==> src/rtl/duel_pkg.sv <==
package duel_pkg;
  typedef enum logic [1:0] {
    ROLE_FOLLOW  = 2'd0,
    ROLE_OBSERVE = 2'd1,
    ROLE_SAMPLE  = 2'd2
  } set_role_e;
endpackage

==> src/rtl/set_role_decoder.sv <==
module set_role_decoder
  import duel_pkg::*;
#(
  parameter int GROUP_W = 10
) (
  input  logic [GROUP_W-1:0] idx,
  output set_role_e          role
);
  localparam int KEY_W = (GROUP_W - 2) / 2;

  logic [KEY_W-1:0] key_hi;
  logic [KEY_W-1:0] key_lo;
  logic             pick_bit;
  logic             pad_bit;

  assign key_hi   = idx[GROUP_W-1 -: KEY_W];
  assign key_lo   = idx[KEY_W-1:0];
  assign pick_bit = idx[KEY_W+1];
  assign pad_bit  = idx[KEY_W];

  always_comb begin
    role = ROLE_FOLLOW;
    if (key_hi == key_lo && !pad_bit) begin
      role = pick_bit ? ROLE_SAMPLE : ROLE_OBSERVE;
    end
  end
endmodule

==> src/rtl/duel_counter_bank.sv <==
module duel_counter_bank
  import duel_pkg::*;
#(
  parameter int THREADS = 4,
  parameter int CNT_W   = 10,
  localparam int TID_W  = (THREADS > 1) ? $clog2(THREADS) : 1
) (
  input  logic                     clk,
  input  logic                     rst,
  input  logic                     miss_valid,
  input  set_role_e                miss_role,
  input  logic [TID_W-1:0]         miss_tid,
  output logic [THREADS*CNT_W-1:0] cnt_flat
);
  localparam logic [CNT_W-1:0] CNT_MID = CNT_W'(1) << (CNT_W - 1);
  localparam logic [CNT_W-1:0] CNT_MAX = '1;
  localparam logic [CNT_W-1:0] CNT_MIN = '0;

  for (genvar t = 0; t < THREADS; t++) begin : g_thr
    logic [CNT_W-1:0] score;
    logic             mine;

    assign mine = miss_valid && (miss_tid == TID_W'(t));

    always_ff @(posedge clk) begin
      if (rst) begin
        score <= CNT_MID;
      end else if (mine) begin
        if (miss_role == ROLE_OBSERVE && score != CNT_MAX) begin
          score <= score + 1'b1;
        end else if (miss_role == ROLE_SAMPLE && score != CNT_MIN) begin
          score <= score - 1'b1;
        end
      end
    end

    assign cnt_flat[t*CNT_W +: CNT_W] = score;
  end
endmodule

==> src/rtl/set_duel_selector.sv <==
module set_duel_selector
  import duel_pkg::*;
#(
  parameter int GROUP_W = 10,
  parameter int THREADS = 4,
  parameter int CNT_W   = 10,
  localparam int TID_W  = (THREADS > 1) ? $clog2(THREADS) : 1
) (
  input  logic               clk,
  input  logic               rst,
  input  logic               lookup_valid,
  input  logic [GROUP_W-1:0] lookup_set,
  input  logic [TID_W-1:0]   lookup_tid,
  input  logic               miss_valid,
  input  logic [GROUP_W-1:0] miss_set,
  input  logic [TID_W-1:0]   miss_tid,
  output logic               out_valid,
  output logic [1:0]         out_role,
  output logic               out_bypass
);
  set_role_e                lk_role;
  set_role_e                ms_role;
  logic [THREADS*CNT_W-1:0] cnt_flat;
  logic [THREADS-1:0]       bypass_wins;
  logic                     nxt_bypass;

  set_role_decoder #(.GROUP_W(GROUP_W)) u_lk_dec (
    .idx  (lookup_set),
    .role (lk_role)
  );

  set_role_decoder #(.GROUP_W(GROUP_W)) u_ms_dec (
    .idx  (miss_set),
    .role (ms_role)
  );

  duel_counter_bank #(.THREADS(THREADS), .CNT_W(CNT_W)) u_bank (
    .clk        (clk),
    .rst        (rst),
    .miss_valid (miss_valid),
    .miss_role  (ms_role),
    .miss_tid   (miss_tid),
    .cnt_flat   (cnt_flat)
  );

  for (genvar t = 0; t < THREADS; t++) begin : g_win
    assign bypass_wins[t] = cnt_flat[t*CNT_W + CNT_W - 1];
  end

  always_comb begin
    unique case (lk_role)
      ROLE_OBSERVE: nxt_bypass = 1'b0;
      ROLE_SAMPLE:  nxt_bypass = 1'b1;
      default:      nxt_bypass = bypass_wins[lookup_tid];
    endcase
  end

  always_ff @(posedge clk) begin
    if (rst) begin
      out_valid  <= 1'b0;
      out_role   <= 2'd0;
      out_bypass <= 1'b0;
    end else begin
      out_valid  <= lookup_valid;
      out_role   <= lookup_valid ? 2'(lk_role) : 2'd0;
      out_bypass <= lookup_valid ? nxt_bypass : 1'b0;
    end
  end
endmodule

==> config.mk <==
export PLATFORM = sky130hd
export DESIGN_NAME = set_duel_selector
export DESIGN_NICKNAME = d
export VERILOG_FILES = /design/src/rtl/duel_pkg.sv /design/src/rtl/set_role_decoder.sv /design/src/rtl/duel_counter_bank.sv /design/src/rtl/set_duel_selector.sv
export SDC_FILE = /design/constraint.sdc
export NUM_CORES = 1
export LEC_CHECK = 0
export BUFFER_PORTS_ARGS = -buffer_cell sky130_fd_sc_hd__buf_2
export CAP_MARGIN = 20
export CORE_UTILIZATION = 61
export CTS_BUF_LIST = sky130_fd_sc_hd__clkbuf_2
export CTS_CLUSTER_SIZE = 28
export DETAILED_ROUTE_END_ITERATION = 8
export GPL_TIMING_DRIVEN = 0
export PLACE_DENSITY = 0.9
export SETUP_SLACK_MARGIN = 0.1
export SLEW_MARGIN = 5
export SYNTH_ARGS = -nofsm -noshare
export SYNTH_HDL_FRONTEND = slang
export SYNTH_SLANG_ARGS = --single-unit
==> constraint.sdc <==
create_clock -name clk -period 4.5 [get_ports clk]
set_input_delay 0.45 -clock clk [delete_from_list [all_inputs] [get_ports clk]]
set_output_delay 0.45 -clock clk [all_outputs]
set_load 0.01 [all_outputs]
==> impl_metrics.json, run 1 <==
{
  "die_x_um": 78.2,
  "period_minus_slack_ps": 3290,
  "grt_pass1_vias": 3041,
  "p_per_area_nw_per_um2": 191,
  "gr-usage-all-layers_pct": 26.9,
  "synthTopCellsByCount": "nor2_1, dfxtp_1, ha_1",
  "synth_top_cell_by_area": "dfxtp_1",
  "io_pins": 32,
  "area_growth_pct": 8.69,
  "synthCells": 418,
  "viasPerCell": 5.98,
  "holdCritPathClass": "primary input to flip-flop",
  "clkSinkCount": 44,
  "fin_nets": 519,
  "fin_ws_ps": 1210,
  "skew_ps": 27.1,
  "grt-ovfl-total": 0,
  "hpwl_um": 5950,
  "r2r_cells": 10,
  "antenna_left": 0,
  "p_leak_nw": 1.56,
  "postCtsHoldBufs": 0,
  "cp_slowest_cell": "or3_1",
  "tightest_slew_ps": 636,
  "clock_path_buffers": 2,
  "cts_buffers": 5,
  "htree_levels": 2,
  "via_count": 3157,
  "ir_worst_vdd_uv": 121,
  "start_util_pct": 63.9,
  "syn_nets": 482,
  "fmax_ghz": 0.304,
  "clock_latency_ps": 460,
  "synth_cell_types": 56,
  "rsz0062_at_grt": "false",
  "grt_start_max_net_pins": 15,
  "critPathMaxStageDelay_ps": 670,
  "drive_above_1_share_pct": 15.1,
  "diodes": 0,
  "finalSetupViolations": 0,
  "max_cap_violations": 0,
  "die_area_um2": 6110,
  "fin_tns_setup_ps": 0,
  "ys_seq_area_share_pct": 24.9,
  "dr.pass1.iters": 4,
  "yosys_warnings": 0,
  "grt_pass1_wl_um": 13200,
  "fill_cells": 422,
  "cts_tree": "done",
  "synth-main-ff-cell": "dfxtp_1",
  "synth-edff-count": 0,
  "antenna_found_initial": 0,
  "syn_avg_cell_area_um2": 8.47,
  "gp_congestion": 0.875,
  "synthMostInstantiatedCell": "nor2_1",
  "worstPathMaxFanout": 9,
  "endpoint_kind": "flip-flop",
  "io_buffers": 30,
  "drt_iter0_markers": 144,
  "wirelength_um": 7790,
  "startpoint_type": "primary input",
  "final_hold_viol_count": 0,
  "crit_required_ps": 4890,
  "cts_resized": 0,
  "outcome": "completed",
  "async_flop_share_pct": 0,
  "max-slew-margin-rel_pct": 57.6,
  "fp-row-count": 27,
  "pre_cts_slack_ps": 734,
  "post_cts_buffers": 0,
  "arrival_ps": 3680,
  "avgRoutedWirePerCell_um": 14.8,
  "netlist_top_cells_area": "dfxtp_1, ha_1, xnor2_1",
  "clk_pin_slew_ps": 240,
  "holdPathStages": 2,
  "synth_area_um2": 3540,
  "drcViolationCount": 0,
  "die_h_um": 78.2,
  "fin_crit_sh_pct": 73.2,
  "core_um2": 5540,
  "critPathKind": "primary input to flip-flop",
  "ys_seq_elements": 44,
  "drv_slew": 0,
  "clockRootBuffer": "clkbuf_2",
  "path_cells": "buf_2, xnor2_1, nand3_1, or3_1, ha_1, and3_4, a2111oi_4, and2b_2, o21ai_0, xor2_1, a211oi_1",
  "yosysTopAreaCellShare_pct": 24.9
}
==> power breakdown <==
group	internal [mW]	leakage, nW	total, mW	switching (mW)
Clock	0.0932	0.0406	0.240	0.147
Sequential	0.394	0.355	0.397	0.00260
Combinational	0.0445	1.16	0.0986	0.0541
==> registers in the layout, summed over array words and instances (netlist names) <==
register,cells
u_bank.g_thr.score,40
out_bypass,1
out_valid,1
out_role,2
==> layout make-up <==
cell class	instances	area (um^2)	share of cell area, %
Timing Repair Buffer	30	150	3.90
Multi-Input combinational cell	336	2470	64.1
Sequential cell	44	881	22.9
Tap cell	72	90.1	2.34
Inverter	26	97.6	2.54
Clock buffer	5	25.0	0.650
Clock inverter	3	42.5	1.11
Buffer	12	95.1	2.47
==> per-layer routing <==
metal  GRT usage [%]  up-vias  part of all wire, %
met5               0        -                    0
met4            11.1        0                  1.7
met3            6.28       16                  5.5
met2            49.1       93                   49
met1            29.8     1464                   43
li1                -     1584                    -
==> cells by family (layout without fill, tap and decap cells) <==
group                      count (synthesis)  after routing  share of synthesized area, %
and+or+nand+nor                          166            166                          24.8
AOI/OAI and AO/OA                         71             71                          14.3
DFF                                       44             44                          24.9
buffers and inverters                     38             76                          5.44
adders and majority gates                 36             36                          13.6
xor gates and xnor gates                  36             36                          8.90
muxes                                     27             27                          8.13
==> stage by stage <==
stage                     utilization (%)  power (mW)  hold slack [ps]  instance area, um^2  instances
final                                69.5       0.735              136                 3850        528
after global routing                 69.5       0.764             91.1                 3850        528
after floorplan                         -       0.471              462                 3540        418
after detailed placement             68.2       0.501              510                 3780        520
after global placement               68.2       0.497              483                 3780        520
after CTS                            69.5       0.739              127                 3850        528
==> worst max-delay path, delay by kind of cell <==
family / cells / cell delay (ps)
simple gates: 4 / 1520
xor+xnor: 2 / 280
compound gates: 3 / 910
fa+ha+maj: 1 / 430
buf+inv: 1 / 100
==> cell usage in the layout, fill, tap and decap left out, types with 3 or more instances in the layout <==
cell	synthesis	routed
a211oi_1	8	8
nor2b_1	7	7
nor2_2	3	3
mux2i_1	25	25
nor3_1	16	16
nand2_1	23	23
dfxtp_1	44	44
ha_1	32	32
xnor2_1	29	29
nand3b_1	3	3
and3_1	3	3
nor3_2	6	6
fa_1	4	4
buf_6	4	4
o211ai_1	6	6
clkbuf_2	0	5
nand2b_1	6	6
clkbuf_1	6	6
nor4_1	8	8
nand4_1	9	9
xor2_1	7	7
o21ai_0	17	17
buf_2	0	30
nor2_1	49	49
inv_1	26	26
a31oi_1	5	5
nand3_1	19	19
o221ai_1	3	3
a21oi_1	14	14
==> path summary, 6_finish.rpt <==
check | startpoint | to | slack [ps]
worst max register to register | u_bank.g_thr[3].score[6] | u_bank.g_thr[3].score[7] | 1390
worst max-delay path | miss_set[3] | u_bank.g_thr[3].score[7] | 1210
worst min register to register | u_bank.g_thr[0].score[8] | u_bank.g_thr[0].score[8] | 540
worst min-delay path | lookup_set[5] | out_role[0] | 140
Power figures use the tool's default switching activity.
==> run 2: changes to the inputs <==
--- a/config.mk
+++ b/config.mk
@@ -5,14 +5,15 @@
 export SDC_FILE = /design/constraint.sdc
 export NUM_CORES = 1
 export LEC_CHECK = 0
+export ABC_AREA = 1
 export BUFFER_PORTS_ARGS = -buffer_cell sky130_fd_sc_hd__buf_2
 export CAP_MARGIN = 20
-export CORE_UTILIZATION = 61
+export CORE_UTILIZATION = 57
 export CTS_BUF_LIST = sky130_fd_sc_hd__clkbuf_2
 export CTS_CLUSTER_SIZE = 28
 export DETAILED_ROUTE_END_ITERATION = 8
 export GPL_TIMING_DRIVEN = 0
-export PLACE_DENSITY = 0.9
+export PLACE_DENSITY = 0.88
 export SETUP_SLACK_MARGIN = 0.1
 export SLEW_MARGIN = 5
 export SYNTH_ARGS = -nofsm -noshare
==> constraint.sdc (replaced) <==
create_clock -name clk -period 2.74 [get_ports clk]
set_input_delay 0.274 -clock clk [delete_from_list [all_inputs] [get_ports clk]]
set_output_delay 0.274 -clock clk [all_outputs]
set_load 0.01 [all_outputs]
==> run 2 against run 1 <==
  * The flow now finishes with violations (design-rule violations)
  * Final cell count increased by 40%
  * Hold slack got worse by 100 ps
  * Sequential cell count unchanged
  * Final area increased by 12%
==> impl_metrics.json, run 2 <==
{
  "outcome": "complete, but fails checks",
  "violations": "design-rule violations",
  "viasPerCell": 5.55,
  "io_pins": 32,
  "timing.critical_path.mode_cell": "nand2_1",
  "synth_cell_types": 33,
  "whs_ps": 34.5,
  "final_core_util_pct": 63.9,
  "avgRoutedWirePerCell_um": 12.6,
  "diodes": 0,
  "io_buffers": 31,
  "drive_above_1_share_pct": 12.1,
  "clock_path_buffers": 2,
  "grt_pass1_vias": 3841,
  "die_area_um2": 7320,
  "crit_required_ps": 3110,
  "synthCells": 620,
  "r2r_cells": 14,
  "die_x_um": 85.6,
  "arrival_ps": 2910,
  "startpoint_type": "flip-flop",
  "fmax_ghz": 0.393,
  "max_cap_violations": 0,
  "netlist_top_cells_area": "dfxtp_1, nand2_1, ha_1",
  "final_hold_viol_count": 0,
  "holdPathStages": 2,
  "clockRootBuffer": "clkbuf_2",
  "hpwl_um": 7170,
  "area_growth_pct": 8.45,
  "synth-edff-count": 0,
  "async_flop_share_pct": 0,
  "top_register": "u_bank.g_thr.score",
  "yosys_warnings": 0,
  "cts_tree": "done",
  "largest_reg_flops": 40,
  "ys_seq_area_share_pct": 22.1,
  "dr.pass1.iters": 7,
  "p_per_area_nw_per_um2": 292,
  "wirelength_um": 9330,
  "syn_nets": 684,
  "cp.depth": 14,
  "holdCritPathClass": "primary input to flip-flop",
  "clock_latency_ps": 430,
  "endpoint_kind": "flip-flop",
  "synthTopCellsByCount": "nand2_1, inv_1, nor2_1",
  "htree_levels": 2,
  "ir_worst_vdd_uv": 165,
  "tightest_slew_ps": 834,
  "worstPathMaxFanout": 11,
  "antenna_left": 0,
  "via_count": 4110,
  "fp-row-count": 30,
  "start_util_pct": 58.9,
  "pre_cts_slack_ps": 43.3,
  "post_dp_cell_area_um2": 4240,
  "synth_area_um2": 3980,
  "finalSetupViolations": 0,
  "reg_top3": "u_bank.g_thr.score (40), out_role (2)",
  "drt_iter0_markers": 282,
  "crit_family": "simple AND/OR/NAND/NOR gates",
  "layout_commonest_cell": "nand2_1",
  "gr-usage-all-layers_pct": 26.3,
  "fin_nets": 723,
  "grt-ovfl-total": 0,
  "syn_avg_cell_area_um2": 6.42,
  "gp_congestion": 0.870,
  "synthMostInstantiatedCell": "nand2_1",
  "critPathKind": "flip-flop to flip-flop",
  "synth-main-ff-cell": "dfxtp_1",
  "critPathMaxStageDelay_ps": 460,
  "max-slew-margin-rel_pct": 44.1,
  "synth_top_cell_by_area": "dfxtp_1",
  "post_cts_buffers": 0,
  "skew_ps": 10.7,
  "fin_ws_ps": 194,
  "ys_seq_elements": 44,
  "cp.buffers_inverters": 1,
  "yosysTopAreaCellShare_pct": 22.1,
  "rsz0062_at_grt": "true",
  "cp_slowest_cell": "dfxtp_1",
  "p_leak_nw": 2.22,
  "core_um2": 6760,
  "grt_start_max_net_pins": 15,
  "clkSinkCount": 44,
  "clk_pin_slew_ps": 250,
  "path_cells": "nand2_1, nor2_1, nand3b_1, nand4_4, inv_1, fa_1, o21ai_1, nand2_1, nor2_1, nand3_1, nand2_1, nand2_1, a21oi_1, nor2_1",
  "final_cell_mix": "nand2_1, inv_1, nor2_1",
  "drv_slew": 0,
  "antenna_found_initial": 0,
  "cts_buffers": 5,
  "design_area_um2": 4320,
  "grt_pass1_wl_um": 15900,
  "drcViolationCount": 1,
  "fin_tns_setup_ps": 0,
  "die_h_um": 85.6,
  "period_minus_slack_ps": 2550,
  "fin_crit_sh_pct": 92.9
}
-- run 2: stage by stage --
step,power [mW],instances
floorplan,0.815,620
global placement,0.871,731
detailed placement,0.879,731
CTS,1.26,740
global route,1.32,740
finish,1.26,740
-- run 2: timing repair --
item,in CTS,in global routing
gates resized for setup,0,7
hold buffers,1,0
endpoints found under the hold margin,1,0
setup endpoints to repair,0,8
-- run 2: cell type report --
cell class,count,area (um^2)
Clock buffer,5,25.0
Multi-Input combinational cell,492,2750
Sequential cell,44,885
Fill cell,589,2440
Buffer,8,61.3
Inverter,76,285
Clock inverter,3,42.5
Tap cell,80,100
Timing Repair Buffer,32,165
-- run 2: where the power goes --
| part | internal, mW | switching (mW) | total [mW] |
|---|---|---|---|
| Clock | 0.152 | 0.237 | 0.389 |
| Sequential | 0.648 | 0.00446 | 0.652 |
| Combinational | 0.0772 | 0.143 | 0.220 |
-- run 2: path summary, 6_finish.rpt --
| kind | start | endpoint | slack [ps] |
|---|---|---|---|
| min | rst | out_valid | 30 |
| max | u_bank.g_thr[1].score[5] | u_bank.g_thr[1].score[8] | 190 |
| max reg2reg | u_bank.g_thr[1].score[5] | u_bank.g_thr[1].score[8] | 190 |
| min reg2reg | u_bank.g_thr[2].score[2] | u_bank.g_thr[2].score[2] | 500 |
-- run 2: cell families after synthesis --
| logic type | Yosys count | share of synthesized area (%) |
|---|---|---|
| simple gates | 344 | 40.4 |
| buf+inv | 84 | 8.71 |
| compound gates | 89 | 11.7 |
| flops | 44 | 22.1 |
| fa+ha+maj | 36 | 12.1 |
| xor+xnor | 23 | 5.06 |
-- run 2: layer usage --
metal	global-route usage [%]	vias up	part of all wire [%]
met4	9.24	0	1.9
li1	-	2097	-
met5	0	-	0
met1	31.6	1860	44
met2	48.5	131	50
met3	2.98	22	4.3
